### src/rtl/usbh_stat_pkg.sv
package usbh_stat_pkg;

    localparam int STAT_W   = 16;
    localparam int BIT_PCD  = 2;
    localparam int BIT_FLR  = 3;
    localparam int BIT_HSE  = 4;
    localparam int BIT_AAD  = 5;
    localparam int BIT_HLT  = 12;
    localparam int EVT_N    = 4;
    localparam int EVT_LSB  = BIT_PCD;
    localparam int ROLL_BIT = 13;

    // per-port change bit layout
    localparam int CHG_W    = 4;
    localparam int CHG_CONN = 0;
    localparam int CHG_ENA  = 1;
    localparam int CHG_OVC  = 2;
    localparam int CHG_RES  = 3;

    typedef logic [1:0] rd_resp_t;
    localparam rd_resp_t RESP_OK = 2'b00;

    // packed msb..lsb matches status bits 5..2
    typedef struct packed {
        logic aad;
        logic hse;
        logic flr;
        logic pcd;
    } evt_t;

    function automatic logic [STAT_W-1:0] pack_status(input evt_t flags,
                                                      input logic halted);
        logic [STAT_W-1:0] w;
        w = '0;
        w[BIT_AAD] = flags.aad;
        w[BIT_HSE] = flags.hse;
        w[BIT_FLR] = flags.flr;
        w[BIT_PCD] = flags.pcd;
        w[BIT_HLT] = halted;
        return w;
    endfunction

endpackage

### src/rtl/usbh_halt_trk.sv
module usbh_halt_trk (
    input  logic clk,
    input  logic rst,
    input  logic run_i,
    input  logic idle_i,
    input  logic pend_i,
    output logic halted_o
);
    logic halted_q;

    always_ff @(posedge clk) begin
        if (rst)
            halted_q <= 1'b1;
        else if (run_i)
            halted_q <= 1'b0;
        else if (idle_i && !pend_i)
            halted_q <= 1'b1;
    end

    // masked so the bit drops in the same cycle Run/Stop rises
    assign halted_o = halted_q & ~run_i;
endmodule

### src/rtl/usbh_edge_det.sv
module usbh_edge_det #(
    parameter int W      = 1,
    parameter bit TOGGLE = 1'b0
) (
    input  logic         clk,
    input  logic         rst,
    input  logic [W-1:0] lvl_i,
    output logic [W-1:0] evt_o
);
    logic [W-1:0] prev_q;
    logic         primed_q;
    logic [W-1:0] diff;

    always_ff @(posedge clk) begin
        prev_q <= lvl_i;
        if (rst)
            primed_q <= 1'b0;
        else
            primed_q <= 1'b1;
    end

    generate
        if (TOGGLE) begin : g_toggle
            assign diff = lvl_i ^ prev_q;
        end else begin : g_rise
            assign diff = lvl_i & ~prev_q;
        end
    endgenerate

    assign evt_o = primed_q ? diff : '0;
endmodule

### src/rtl/usbh_port_agg.sv
module usbh_port_agg
    import usbh_stat_pkg::*;
#(
    parameter int NPORT = 4
) (
    input  logic                   clk,
    input  logic                   rst,
    input  logic [NPORT*CHG_W-1:0] chg_i,
    input  logic [NPORT-1:0]       owner_i,
    input  logic                   wake_i,
    output logic                   pcd_set_o
);
    localparam int VEC_W = NPORT * CHG_W;

    logic [VEC_W-1:0] rise;
    logic [NPORT-1:0] port_hit;

    usbh_edge_det #(.W(VEC_W), .TOGGLE(1'b0)) chg_edge_i (
        .clk   (clk),
        .rst   (rst),
        .lvl_i (chg_i),
        .evt_o (rise)
    );

    generate
        for (genvar p = 0; p < NPORT; p++) begin : g_port
            // foreign-owned ports only report connect changes
            assign port_hit[p] = owner_i[p] ? rise[p*CHG_W + CHG_CONN]
                                            : |rise[p*CHG_W +: CHG_W];
        end
    endgenerate

    assign pcd_set_o = (|port_hit) | (wake_i & (|chg_i));
endmodule

### src/rtl/usbh_w1c_bank.sv
module usbh_w1c_bank #(
    parameter int N = 4
) (
    input  logic         clk,
    input  logic         rst,
    input  logic [N-1:0] set_i,
    input  logic [N-1:0] clr_i,
    output logic [N-1:0] q_o
);
    generate
        for (genvar i = 0; i < N; i++) begin : g_bit
            logic q;
            always_ff @(posedge clk) begin
                if (rst)
                    q <= 1'b0;
                else if (set_i[i])
                    q <= 1'b1;
                else if (clr_i[i])
                    q <= 1'b0;
            end
            assign q_o[i] = q;
        end
    endgenerate
endmodule

### src/rtl/usbh_stat_reg.sv
module usbh_stat_reg
    import usbh_stat_pkg::*;
#(
    parameter int NPORT   = 4,
    parameter int FRAME_W = 14
) (
    input  logic                   clk,
    input  logic                   rst,
    input  logic                   run_cmd_i,
    input  logic                   engines_idle_i,
    input  logic                   prefetch_pend_i,
    input  logic                   adv_done_i,
    input  logic                   rd_done_i,
    input  logic [1:0]             rd_resp_i,
    input  logic [FRAME_W-1:0]     frame_num_i,
    input  logic [NPORT*CHG_W-1:0] port_chg_i,
    input  logic [NPORT-1:0]       port_owner_i,
    input  logic                   wake_i,
    input  logic [EVT_N-1:0]       irq_en_i,
    input  logic                   wr_en_i,
    input  logic [STAT_W-1:0]      wr_data_i,
    output logic [STAT_W-1:0]      status_o,
    output logic                   run_clear_o,
    output logic                   irq_o
);
    logic       halted;
    logic       mem_err;
    logic       flr_tog;
    logic       pcd_set;
    evt_t       set_ev;
    evt_t       flags;
    logic [EVT_N-1:0] clr_vec;
    logic [EVT_N-1:0] flag_vec;
    logic       run_clear_q;
    logic       irq_q;

    usbh_halt_trk halt_i (
        .clk      (clk),
        .rst      (rst),
        .run_i    (run_cmd_i),
        .idle_i   (engines_idle_i),
        .pend_i   (prefetch_pend_i),
        .halted_o (halted)
    );

    usbh_edge_det #(.W(1), .TOGGLE(1'b1)) roll_i (
        .clk   (clk),
        .rst   (rst),
        .lvl_i (frame_num_i[ROLL_BIT]),
        .evt_o (flr_tog)
    );

    usbh_port_agg #(.NPORT(NPORT)) ports_i (
        .clk       (clk),
        .rst       (rst),
        .chg_i     (port_chg_i),
        .owner_i   (port_owner_i),
        .wake_i    (wake_i),
        .pcd_set_o (pcd_set)
    );

    assign mem_err = rd_done_i && (rd_resp_i != RESP_OK);

    always_comb begin
        set_ev.aad = adv_done_i;
        set_ev.hse = mem_err;
        set_ev.flr = flr_tog;
        set_ev.pcd = pcd_set;
    end

    assign clr_vec = wr_en_i ? wr_data_i[EVT_LSB +: EVT_N] : '0;

    usbh_w1c_bank #(.N(EVT_N)) flags_i (
        .clk   (clk),
        .rst   (rst),
        .set_i (set_ev),
        .clr_i (clr_vec),
        .q_o   (flag_vec)
    );

    assign flags = evt_t'(flag_vec);

    always_ff @(posedge clk) begin
        if (rst) begin
            run_clear_q <= 1'b0;
            irq_q       <= 1'b0;
        end else begin
            run_clear_q <= mem_err;
            irq_q       <= |(flag_vec & irq_en_i);
        end
    end

    assign status_o    = pack_status(flags, halted);
    assign run_clear_o = run_clear_q;
    assign irq_o       = irq_q;
endmodule

### config.mk
export PLATFORM = sky130hd
export DESIGN_NAME = usbh_stat_reg
export DESIGN_NICKNAME = d
export VERILOG_FILES = /design/src/rtl/usbh_stat_pkg.sv /design/src/rtl/usbh_halt_trk.sv /design/src/rtl/usbh_edge_det.sv /design/src/rtl/usbh_port_agg.sv /design/src/rtl/usbh_w1c_bank.sv /design/src/rtl/usbh_stat_reg.sv
export SDC_FILE = /design/constraint.sdc
export NUM_CORES = 1
export LEC_CHECK = 0
export BUFFER_PORTS_ARGS = -buffer_cell sky130_fd_sc_hd__buf_2
export CAP_MARGIN = 20
export CORE_UTILIZATION = 31
export DETAILED_ROUTE_END_ITERATION = 8
export PLACE_DENSITY = 0.7
export SLEW_MARGIN = 5
export SYNTH_ARGS = -nofsm -noshare
export SYNTH_HDL_FRONTEND = slang
export SYNTH_SLANG_ARGS = --single-unit
### constraint.sdc
create_clock -name clk -period 2.2 [get_ports clk]
set_input_delay 0.22 -clock clk [delete_from_list [all_inputs] [get_ports clk]]
set_output_delay 0.22 -clock clk [all_outputs]
set_load 0.02 [all_outputs]
==> key figures, run 1 <==
Placement
  – Number of port buffers: 46
  – Placed cells: 163
  – RePlAce Congestion: 0.743
  – Hpwl dp: 1530 microns

Clock network
  – Worst-path clk slew: 140 ps
  – Root buf cell: clkbuf_4
  – CTS tree: yes
  – Sink Count: 25
  – Clk Latency, worst-skew pair: 320 ps
  – CTS Buffer Depth: 2
  – Resize count post-CTS: 0
  – Post-cts hold buffer count: 0
  – Num CTS Buffers: 3
  – Post-CTS Setup Repair Bufs: 0
  – H-tree Lvls: 1

Global route
  – Global-route usage over all layers: 12.4%
  – First-pass GRT wire length: about 3100 microns
  – Grt ovf: 0
  – Largest net degree at the start of global routing: 16
  – Initial antenna violation count: 0
  – Vias in the first global route: 741

Power
  – Overall Power: 0.000830 W
  – Int Power: 0.000611 W
  – Sw power: around 0.00022 W
  – Sw frac: 26.3%
  – Maximum vdd drop: 0.481 mV
  – Lkg Pwr: 0.611 nW
  – Sequential power share: 59.1%
  – Clock power share: between 20% and 30%
  – PwrDens: 682 nW/um^2
  – Logic pwr share: 15.7%

Worst setup path
  – Crit-path slowest cell: dlygate4sd3_1
  – Critical Path Fanout Max: 3
  – Max incr delay on CP: 530 ps
  – Worst path cell trace: dlygate4sd3_1, buf_2, nor4_1, nand4_1, a22oi_1, a31oi_1
  – WP data required: 2420 ps
  – Crit path to: flags_i.g_bit[0].q
  – WP data arrival: approximately 1700 ps
  – Worst reg-to-reg path cell count: 4
  – Critical Path Sink Type: register
  – Worst r2r src: ports_i.chg_edge_i.prev_q[11]
  – Flop2flop setup slack: 1160 ps
  – CP Launch Type: primary input
  – Crit Reg-Reg Endpoint: flags_i.g_bit[0].q
  – Critical path startpoint: port_chg_i[6]
  – Crit Path Class: in2reg

Synth
  – Synth area leader: dfxtp_1
  – Synth top area share: between 50% and 60%
  – Syn avg cell area: 10.1 sq um
  – Top post-synthesis cells by area: dfxtp_1 (54%), buf_4 (13%), or2b_1 (7.3%)
  – Sequential fraction of the synthesis area: 53.8%
  – Synthesized instance count: just over 90
  – Post-synthesis cell type count: 20
  – Mapped Area: approximately 930 sq um
  – #FFs+latches synth: 25
  – Yosys warnings: 0

Detailed routing
  – Initial detailed-routing violation count: 32
  – Via/cell ratio: 4.43
  – WL/cell: between 10 and 15 microns
  – Post-Route WL: about 1900 microns
  – First-pass detailed-route iteration total: 6
  – # DRC: 14
  – Vias: 771
  – Routed Antenna Nets: 0

Flow run
  – Max-cap violations: 0

Timing
  – Setup_tns: 0 ps
  – Clock Skews: between 5 and 6 ps
  – Slew Limit Fails: 0
  – Tcrit/Tclk final: 66.9%
  – Fin Hold WS: 13.0 ps
  – RSZ-0062 raised after global routing: no
  – Max Freq: 0.679 GHz
  – Fin crit period: ~1500 ps
  – Final setup viols: 0
  – Final Hold Vio Count: 0

Final layout
  – Final Util: 43.4%
  – Layout cells sized above 1: between 30 and 40%
  – Nets: 209
  – Area grow syn2layout: 30.8%
  – N_diodes: 0
  – Fin cells: 174

Run status
  – Failing checks: DRC
  – Outcome: finished with violations

Floorplan
  – Die W: 56.8 microns
  – Site Rows: 19
  – Die Y: 56.8 microns
  – Die area: 3220 sq um
  – Initial Utilization: about a third
  – I/O pin count: 83
  – Core area: 2810 sq um

Worst hold path
  – Hold WC Path Type: in2reg
[power groups by stage]
stage	clock network [W]	registers, W	logic, W
6_report	0.000209	0.000490	0.000130
5_1_grt	0.000237	0.000494	0.000144
4_1_cts	0.000215	0.000491	0.000122
3_5_place_dp	0	0.000501	0.000122
3_3_place_gp	0	0.000499	0.000118
2_1_floorplan	0	0.000501	0.0000846
[worst min-delay path by stage]
stage	slack, ps	cells past startpoint	to	from
floorplan	250	0	ports_i.chg_edge_i.prev_q[0]	port_chg_i[0]
global placement	340	1	ports_i.chg_edge_i.prev_q[10]	port_chg_i[10]
detailed placement	350	1	ports_i.chg_edge_i.prev_q[14]	port_chg_i[14]
CTS	4	1	ports_i.chg_edge_i.prev_q[14]	port_chg_i[14]
global route	1	1	ports_i.chg_edge_i.prev_q[10]	port_chg_i[10]
finish	10	1	ports_i.chg_edge_i.prev_q[9]	port_chg_i[9]
[synthesized netlist by cell type (all sizes together)]
cell	count
nand4	1
inv	6
nor2b	1
conb	1
or2b	9
o21ai	1
o22ai	2
nand2b	3
nor2	2
nand2	4
xor2	1
o31ai	2
a31o	1
buf	16
a21oi	3
a22oi	4
o211a	1
nor4	4
dfxtp	25
a31oi	5
[worst max-delay path, delay by kind of cell]
kind                   cells  cell delay (ps)
buffers and inverters      2              660
AND/OR/NAND/NOR            2              490
AO/OA/AOI/OAI              2              320
[layout make-up]
| cell class | instances | area, sq um |
|---|---|---|
| Clock inverter | 1 | 7.51 |
| Inverter | 6 | 22.5 |
| Sequential cell | 25 | 500 |
| Clock buffer | 3 | 22.5 |
| Timing Repair Buffer | 53 | 300 |
| Fill cell | 293 | 1590 |
| Tap cell | 31 | 38.8 |
| Multi-Input combinational cell | 55 | 324 |
[cell usage in the layout (no fill, tap or decap), drive strengths merged]
master / synthesis / layout
nor2: 2 / 2
a21oi: 3 / 3
a22oi: 4 / 4
a31oi: 5 / 5
clkinvlp: 0 / 1
a31o: 1 / 1
buf: 16 / 46
nand2b: 3 / 3
o22ai: 2 / 2
inv: 6 / 6
nand2: 4 / 4
conb: 1 / 11
dfxtp: 25 / 25
or2b: 9 / 9
o21ai: 1 / 1
xor2: 1 / 1
clkbuf: 0 / 3
nor2b: 1 / 1
nor4: 4 / 4
o211a: 1 / 1
dlygate4sd3: 0 / 7
nand4: 1 / 1
o31ai: 2 / 2
[per-layer routing]
| metal | vias to the layer above | track usage (%) | routed length, microns |
|---|---|---|---|
| li1 | 390 | - | - |
| met1 | 333 | 14.2 | 792 |
| met2 | 48 | 22.4 | 887 |
| met3 | 0 | 5.07 | 198 |
| met4 | 0 | 1.05 | 0 |
| met5 | - | 0 | 0 |
[stage by stage]
stage,setup slack [ps],area (sq um)
2_1_floorplan,1240,967
3_3_place_gp,906,1120
3_5_place_dp,907,1120
4_1_cts,1000,1150
5_1_grt,625,1220
6_report,727,1220
[flip-flops by register name, summed over array words and instances, names as in the netlist]
signal / cells
flags_i.g_bit.q: 4
halt_i.halted_q: 1
irq_o: 1
ports_i.chg_edge_i.prev_q: 16
ports_i.chg_edge_i.primed_q: 1
roll_i.prev_q: 1
run_clear_o: 1
[cells by family (layout without fill, tap and decap cells)]
| logic type | after synthesis | in the layout | share of synthesized area, % |
|---|---|---|---|
| buffers and inverters | 22 | 63 | 15.3 |
| flip-flops | 25 | 25 | 53.8 |
| AO/OA/AOI/OAI | 19 | 19 | 13.7 |
| XOR/XNOR | 1 | 1 | 0.942 |
| AND/OR/NAND/NOR | 24 | 24 | 15.7 |
| other | 1 | 11 | 0.403 |
No activity file was read; power rests on OpenSTA's default activity.
==> inputs of run 2 (changes only) <==
PLACE_DENSITY = 0.73   (was 0.7)
clock period = 1.29 ns   (was 2.2 ns; I/O delays follow)
==> run 2 against run 1 <==
  * The flow still finishes with violations (DRC)
  * Final area grew 10%
  * Cell count is 5.7% higher
  * Die area stayed put
  * Critical path type unchanged
  * Largest cell class unchanged
  * Largest power group unchanged
==> key figures, run 2 (same netlist as run 1, synthesis figures left out) <==
Clock network
  – Worst-path clk slew: 130 ps (about the same)
  – H-tree Lvls: 1 (unchanged)
  – Num CTS Buffers: 3 (unchanged)
  – CTS tree: yes
  – Sink Count: 25 (unchanged)
  – Root buf cell: clkbuf_4
  – Clk Latency, worst-skew pair: 320 ps (about the same)
  – CTS Buffer Depth: 2 (unchanged)

Final layout
  – Layout cells sized above 1: 34.6% (-1.0 points)
  – Nets: 219 (+4.8%)
  – Max FFs per register: 16 (unchanged)
  – Commonest non-fill, non-tap cell in the layout: buf_2
  – Area grow syn2layout: 44.1%
  – Largest registers: ports_i.chg_edge_i.prev_q x16, flags_i.g_bit.q x4
  – N_diodes: 0 (unchanged)
  – Most frequent cells in the layout: buf_2 (45), dfxtp_1 (25), dlygate4sd3_1 (18)
  – Top reg by flops: ports_i.chg_edge_i.prev_q
  – Fin cells: 184 (+5.7%)

Detailed routing
  – # DRC: 16 (+2)
  – Via/cell ratio: 4.51 (+1.8%)
  – Post-Route WL: 1990 microns (+5.9%)
  – Initial detailed-routing violation count: 49 (+53%)
  – Vias: 830 (+7.7%)
  – First-pass detailed-route iteration total: 6 (unchanged)
  – WL/cell: 10.8 microns (+0.10%)
  – Routed Antenna Nets: 0 (unchanged)

Timing
  – Final Hold Vio Count: 0 (unchanged)
  – Max Freq: 0.819 GHz
  – Tcrit/Tclk final: 94.7%
  – Final setup viols: 0 (unchanged)
  – Setup_tns: 0 ps (unchanged)
  – PnR worst setup slack: 68.3 ps (-659 ps)
  – RSZ-0062 raised after global routing: no
  – Clock Skews: 5.94 ps (+0.283 ps)
  – Slew Limit Fails: 0 (unchanged)
  – Fin crit period: 1220 ps

Worst setup path
  – Max incr delay on CP: 540 ps (about the same)
  – Critical Path Fanout Max: 3 (unchanged)
  – Worst path cell trace: dlygate4sd3_1, buf_2, nor4_2, nand4_1, a22oi_1, a31oi_1
  – Crit Path Class: in2reg
  – Crit-path slowest cell: dlygate4sd3_1
  – Critical Path Sink Type: register
  – WP data arrival: 1420 ps (-270 ps)
  – WP data required: 1490 ps (-930 ps)
  – CP Launch Type: primary input

Global route
  – Grt ovf: 0 (unchanged)
  – First-pass GRT wire length: 3330 microns (+7.3%)
  – Largest net degree at the start of global routing: 16 (unchanged)
  – Initial antenna violation count: 0 (unchanged)
  – Global-route usage over all layers: 13.6% (+1.1 points)
  – Vias in the first global route: 810 (+9.3%)

Run status
  – Outcome: finished with violations
  – Failing checks: DRC

Floorplan
  – Die Y: 56.8 microns (unchanged)
  – Core area: 2810 sq um (unchanged)
  – Site Rows: 19 (unchanged)
  – Initial Utilization: 33.1% (unchanged)
  – I/O pin count: 83 (unchanged)
  – Die W: 56.8 microns (unchanged)
  – Die area: 3220 sq um (unchanged)

Placement
  – RePlAce Congestion: 0.749 (+0.81%)
  – Number of port buffers: 46 (unchanged)
  – Place WS: 97.9 ps (-809 ps)
  – Placed cells: 163 (unchanged)
  – Hpwl dp: 1450 microns (-5.3%)

Power
  – Sw frac: 25.8% (-0.51 points)
  – Maximum vdd drop: 0.601 mV (+25%)
  – Clock power share: 24.1% (-1.1 points)
  – Int Power: 0.00106 W (+74%)
  – Sequential power share: 58.2% (-0.9 points)
  – Logic pwr share: 17.6% (+1.9 points)
  – Lkg Pwr: 0.654 nW (+7.1%)
  – PwrDens: 1070 nW/um^2 (+57%)
  – Sw power: 0.000371 W (+70%)

Worst hold path
  – Hold WC Path Type: in2reg

Flow run
  – Max-cap violations: 0 (unchanged)
==> run 2: cell count changes in the layout (fill, tap and decap cells not counted), sizes merged <==
cell and change:
buf -1, dlygate4sd3 +11
==> run 2: repair_timing <==
item,CTS,global route
endpoints found under the hold margin,18,0
resized for setup,0,3
setup buffers,0,0
hold buffers,18,0
setup endpoints to repair,0,1
==> run 2: power groups by stage <==
stage / Clock [W] / Sequential, W / Combinational, W
2_1_floorplan: 0 / 0.000855 / 0.000144
3_3_place_gp: 0 / 0.000851 / 0.000201
3_5_place_dp: 0 / 0.000853 / 0.000207
4_1_cts: 0.000361 / 0.000836 / 0.000248
5_1_grt: 0.000398 / 0.000841 / 0.000277
6_report: 0.000346 / 0.000835 / 0.000253
==> run 2: path summary, 6_finish.rpt <==
kind                                              startpoint            endpoint  slack, ps  depth (start not counted)
worst max-delay path                           port_chg_i[9]  flags_i.g_bit[0].q         70                          6
worst min-delay path                                     rst               irq_o         20                          2
worst max register to register  ports_i.chg_edge_i.prev_q[6]  flags_i.g_bit[0].q        260                          4
worst min register to register            flags_i.g_bit[2].q  flags_i.g_bit[2].q        530                          1
==> run 2: layer usage <==
layer	share of wire [%]	up-vias	routed length [microns]	GRT usage, %
met1	40	369	792	13.3
met2	51	51	1020	27.0
met3	8.8	0	174	5.07
met4	0	0	0	2.09
met5	0	-	0	0
li1	-	410	-	-
==> run 2: through the flow <==
stage / utilization (%) / hold WS [ps] / power [W] / instance area [sq um]
3_3_place_gp: 39.8 / 254 / 0.00105 / 1120
3_5_place_dp: 39.8 / 260 / 0.00106 / 1120
2_1_floorplan: - / 157 / 0.000999 / 967
6_report: 47.8 / 18.5 / 0.00143 / 1340
4_1_cts: 47.3 / 1.97 / 0.00144 / 1330
5_1_grt: 47.8 / 2.67 / 0.00152 / 1340
==> run 2: critical path, delay by kind of cell <==
| kind | cells | cell delay (ps) |
|---|---|---|
| buffers and inverters | 2 | 680 |
| and+or+nand+nor | 2 | 310 |
| AOI/OAI and AO/OA | 2 | 310 |
==> run 2: cell type report <==
| type | instances | area [sq um] |
|---|---|---|
| Clock buffer | 3 | 22.5 |
| Tap cell | 31 | 38.8 |
| Fill cell | 262 | 1470 |
| Clock inverter | 1 | 7.51 |
| Sequential cell | 25 | 500 |
| Multi-Input combinational cell | 55 | 343 |
| Timing Repair Buffer | 63 | 405 |
| Inverter | 6 | 22.5 |
==> inputs of run 3 (changes only) <==
PLACE_DENSITY = not set   (was 0.73)
PLACE_DENSITY_LB_ADDON = 0.2   (was not set)
==> run 3 against run 2 <==
  * The flow still finishes with violations (DRC)
  * Utilization decreased by 0.36 points
  * Clock skew decreased by 5.4 ps
  * Hold slack got worse by 4.4 ps
  * Largest power group unchanged
  * Cell count increased by 0.54%
  * Global-route usage decreased by 1.7 points
  * Maximum frequency decreased by 3.9%
  * Wire length decreased by 4.5%
  * Register-to-register slack about the same
==> key figures, run 3 (same netlist as run 1, synthesis figures left out) <==
Detailed routing
  – Routed Antenna Nets: 0 (unchanged)
  – Metal1 wirelength: 845 microns (+6.7%)
  – First-pass detailed-route iteration total: 6 (unchanged)
  – Initial detailed-routing violation count: 38 (-22%)
  – Vias: 814 (-1.9%)
  – Top Layer Used: met4
  – Via/cell ratio: 4.40 (-2.5%)
  – Routed met2 length: 888 microns (-13%)
  – DR WL met3: 151 microns (-13%)
  – WL/cell: 10.3 microns (-5.0%)
  – Post-Route WL: 1900 microns (-4.5%)
  – # DRC: 12 (-4)

Final layout
  – Filler cells: 273 (+4.2%)
  – Final Util: 47.4% (-0.36 points)
  – Max FFs per register: 16 (unchanged)
  – Largest registers: ports_i.chg_edge_i.prev_q x16, flags_i.g_bit.q x4
  – Layout cells sized above 1: 33.8% (-0.87 points)
  – Area grow syn2layout: 43.1%
  – Nets: 220 (+0.46%)
  – Register area: 500 sq um (unchanged)
  – Most frequent cells in the layout: buf_2 (46), dfxtp_1 (25), dlygate4sd3_1 (18)
  – Area occupied by multi-input gates: 330 sq um (-3.6%)
  – Commonest non-fill, non-tap cell in the layout: buf_2
  – N_diodes: 0 (unchanged)
  – Top reg by flops: ports_i.chg_edge_i.prev_q
  – Final instance area: 1330 sq um (-0.75%)

Power
  – Sw frac: 25.5% (-0.37 points)
  – Maximum vdd drop: 0.693 mV (+15%)
  – Sw power: 0.000363 W (-2.1%)
  – Logic pwr share: 17.5% (about the same)
  – PwrDens: 1070 nW/um^2 (about the same)
  – Overall Power: 0.00142 W (-0.73%)
  – Sequential power share: 58.6% (+0.4 points)
  – Clock power share: 23.9% (-0.2 points)
  – Lkg Pwr: 0.661 nW (+1.0%)
  – Int Power: 0.00106 W (-0.24%)

Floorplan
  – Die W: 56.8 microns (unchanged)
  – I/O pin count: 83 (unchanged)
  – Die area: 3220 sq um (unchanged)
  – Site Rows: 19 (unchanged)
  – Die Y: 56.8 microns (unchanged)
  – Core area: 2810 sq um (unchanged)
  – Initial Utilization: 33.1% (unchanged)

Worst setup path
  – WP data arrival: 1480 ps (+60 ps)
  – WP data required: 1500 ps (about the same)
  – Crit Path Class: in2reg
  – Crit-path slowest cell: dlygate4sd3_1
  – Max incr delay on CP: 530 ps (about the same)
  – CP Launch Type: primary input
  – Critical Path Fanout Max: 3 (unchanged)
  – Worst path cell trace: dlygate4sd3_1, buf_2, nor4_1, nand4_1, a22oi_1, a31oi_1
  – Critical Path Sink Type: register

Clock network
  – CTS Buffer Depth: 2 (unchanged)
  – Post-CTS Setup Repair Bufs: 0 (unchanged)
  – Root buf cell: clkbuf_4
  – H-tree Lvls: 1 (unchanged)
  – Sink Count: 25 (unchanged)
  – CTS tree: yes
  – Clk Latency, worst-skew pair: 310 ps (about the same)
  – Num CTS Buffers: 3 (unchanged)
  – Worst-path clk slew: 130 ps (about the same)

Timing
  – Tcrit/Tclk final: 98.6% (+3.9 points)
  – Slew Limit Fails: 0 (unchanged)
  – Clock Skews: 0.500 ps (-5.44 ps)
  – Max Freq: 0.786 GHz (-3.9%)
  – Final Hold Vio Count: 0 (unchanged)
  – Fin crit period: 1270 ps (+50.0 ps)
  – Setup_tns: 0 ps (unchanged)
  – PnR worst setup slack: 18.3 ps (-50.0 ps)
  – Final setup viols: 0 (unchanged)
  – RSZ-0062 raised after global routing: no

Global route
  – First-pass GRT wire length: 2870 microns (-14%)
  – Vias in the first global route: 680 (-16%)
  – Initial antenna violation count: 0 (unchanged)
  – Global-route usage over all layers: 11.9% (-1.7 points)
  – Largest net degree at the start of global routing: 15 (-1)
  – Grt ovf: 0 (unchanged)

Placement
  – Number of port buffers: 46 (unchanged)
  – RePlAce Congestion: 0.685 (-8.5%)
  – Hpwl dp: 1420 microns (-2.3%)
  – Area after DPL: 1120 sq um (unchanged)
  – Place WS: 108 ps (+9.70 ps)

Worst hold path
  – Hold WC Path Type: in2reg

Run status
  – Failing checks: DRC
  – Outcome: finished with violations

Flow run
  – Max-cap violations: 0 (unchanged)
-- run 3: final timing paths --
kind / from / end / slack (ps) / cells past startpoint
worst max register to register: ports_i.chg_edge_i.prev_q[15] / flags_i.g_bit[0].q / 260 / 4
worst min-delay path: run_cmd_i / halt_i.halted_q / 10 / 2
worst min register to register: ports_i.chg_edge_i.primed_q / flags_i.g_bit[0].q / 530 / 2
worst max-delay path: port_chg_i[5] / flags_i.g_bit[0].q / 20 / 6
-- run 3: metrics by stage --
step | instances | hold slack (ps)
2_1_floorplan | 102 | 157
3_3_place_gp | 163 | 254
3_5_place_dp | 163 | 256
4_1_cts | 184 | 7.24
5_1_grt | 185 | 13.4
6_report | 185 | 14.2
-- run 3: area by class of cell --
type | instances | share of cell area [%]
clock buffer | 3 | 1.69
clock inverter | 1 | 0.376
inverter | 6 | 1.69
multi-input combinational | 55 | 24.8
sequential | 25 | 37.6
tap | 31 | 2.92
timing repair buffer | 64 | 30.9
-- run 3: worst max-delay path, delay by kind of cell --
kind            cells  cell delay, ps
simple gates        2             360
buf+inv             2             670
compound gates      2             320
-- run 3: repair_timing --
item	CTS	global route
hold buffers	17	1
endpoints found under the setup margin	0	1
resized for setup	0	1
endpoints found under the hold margin	17	1
-- run 3: metal layers --
layer,up-vias,GRT usage [%]
li1,412,-
met1,360,14.6
met2,40,19.4
met3,2,3.23
met4,0,5.23
met5,-,0
-- run 3: power by group through the flow --
| stage | clock, W | combinational, W | sequential, W |
|---|---|---|---|
| floorplan | 0 | 0.000144 | 0.000855 |
| global placement | 0 | 0.000202 | 0.000851 |
| detailed placement | 0 | 0.000206 | 0.000853 |
| CTS | 0.000356 | 0.000246 | 0.000836 |
| global route | 0.000396 | 0.000271 | 0.000840 |
| finish | 0.000340 | 0.000249 | 0.000835 |
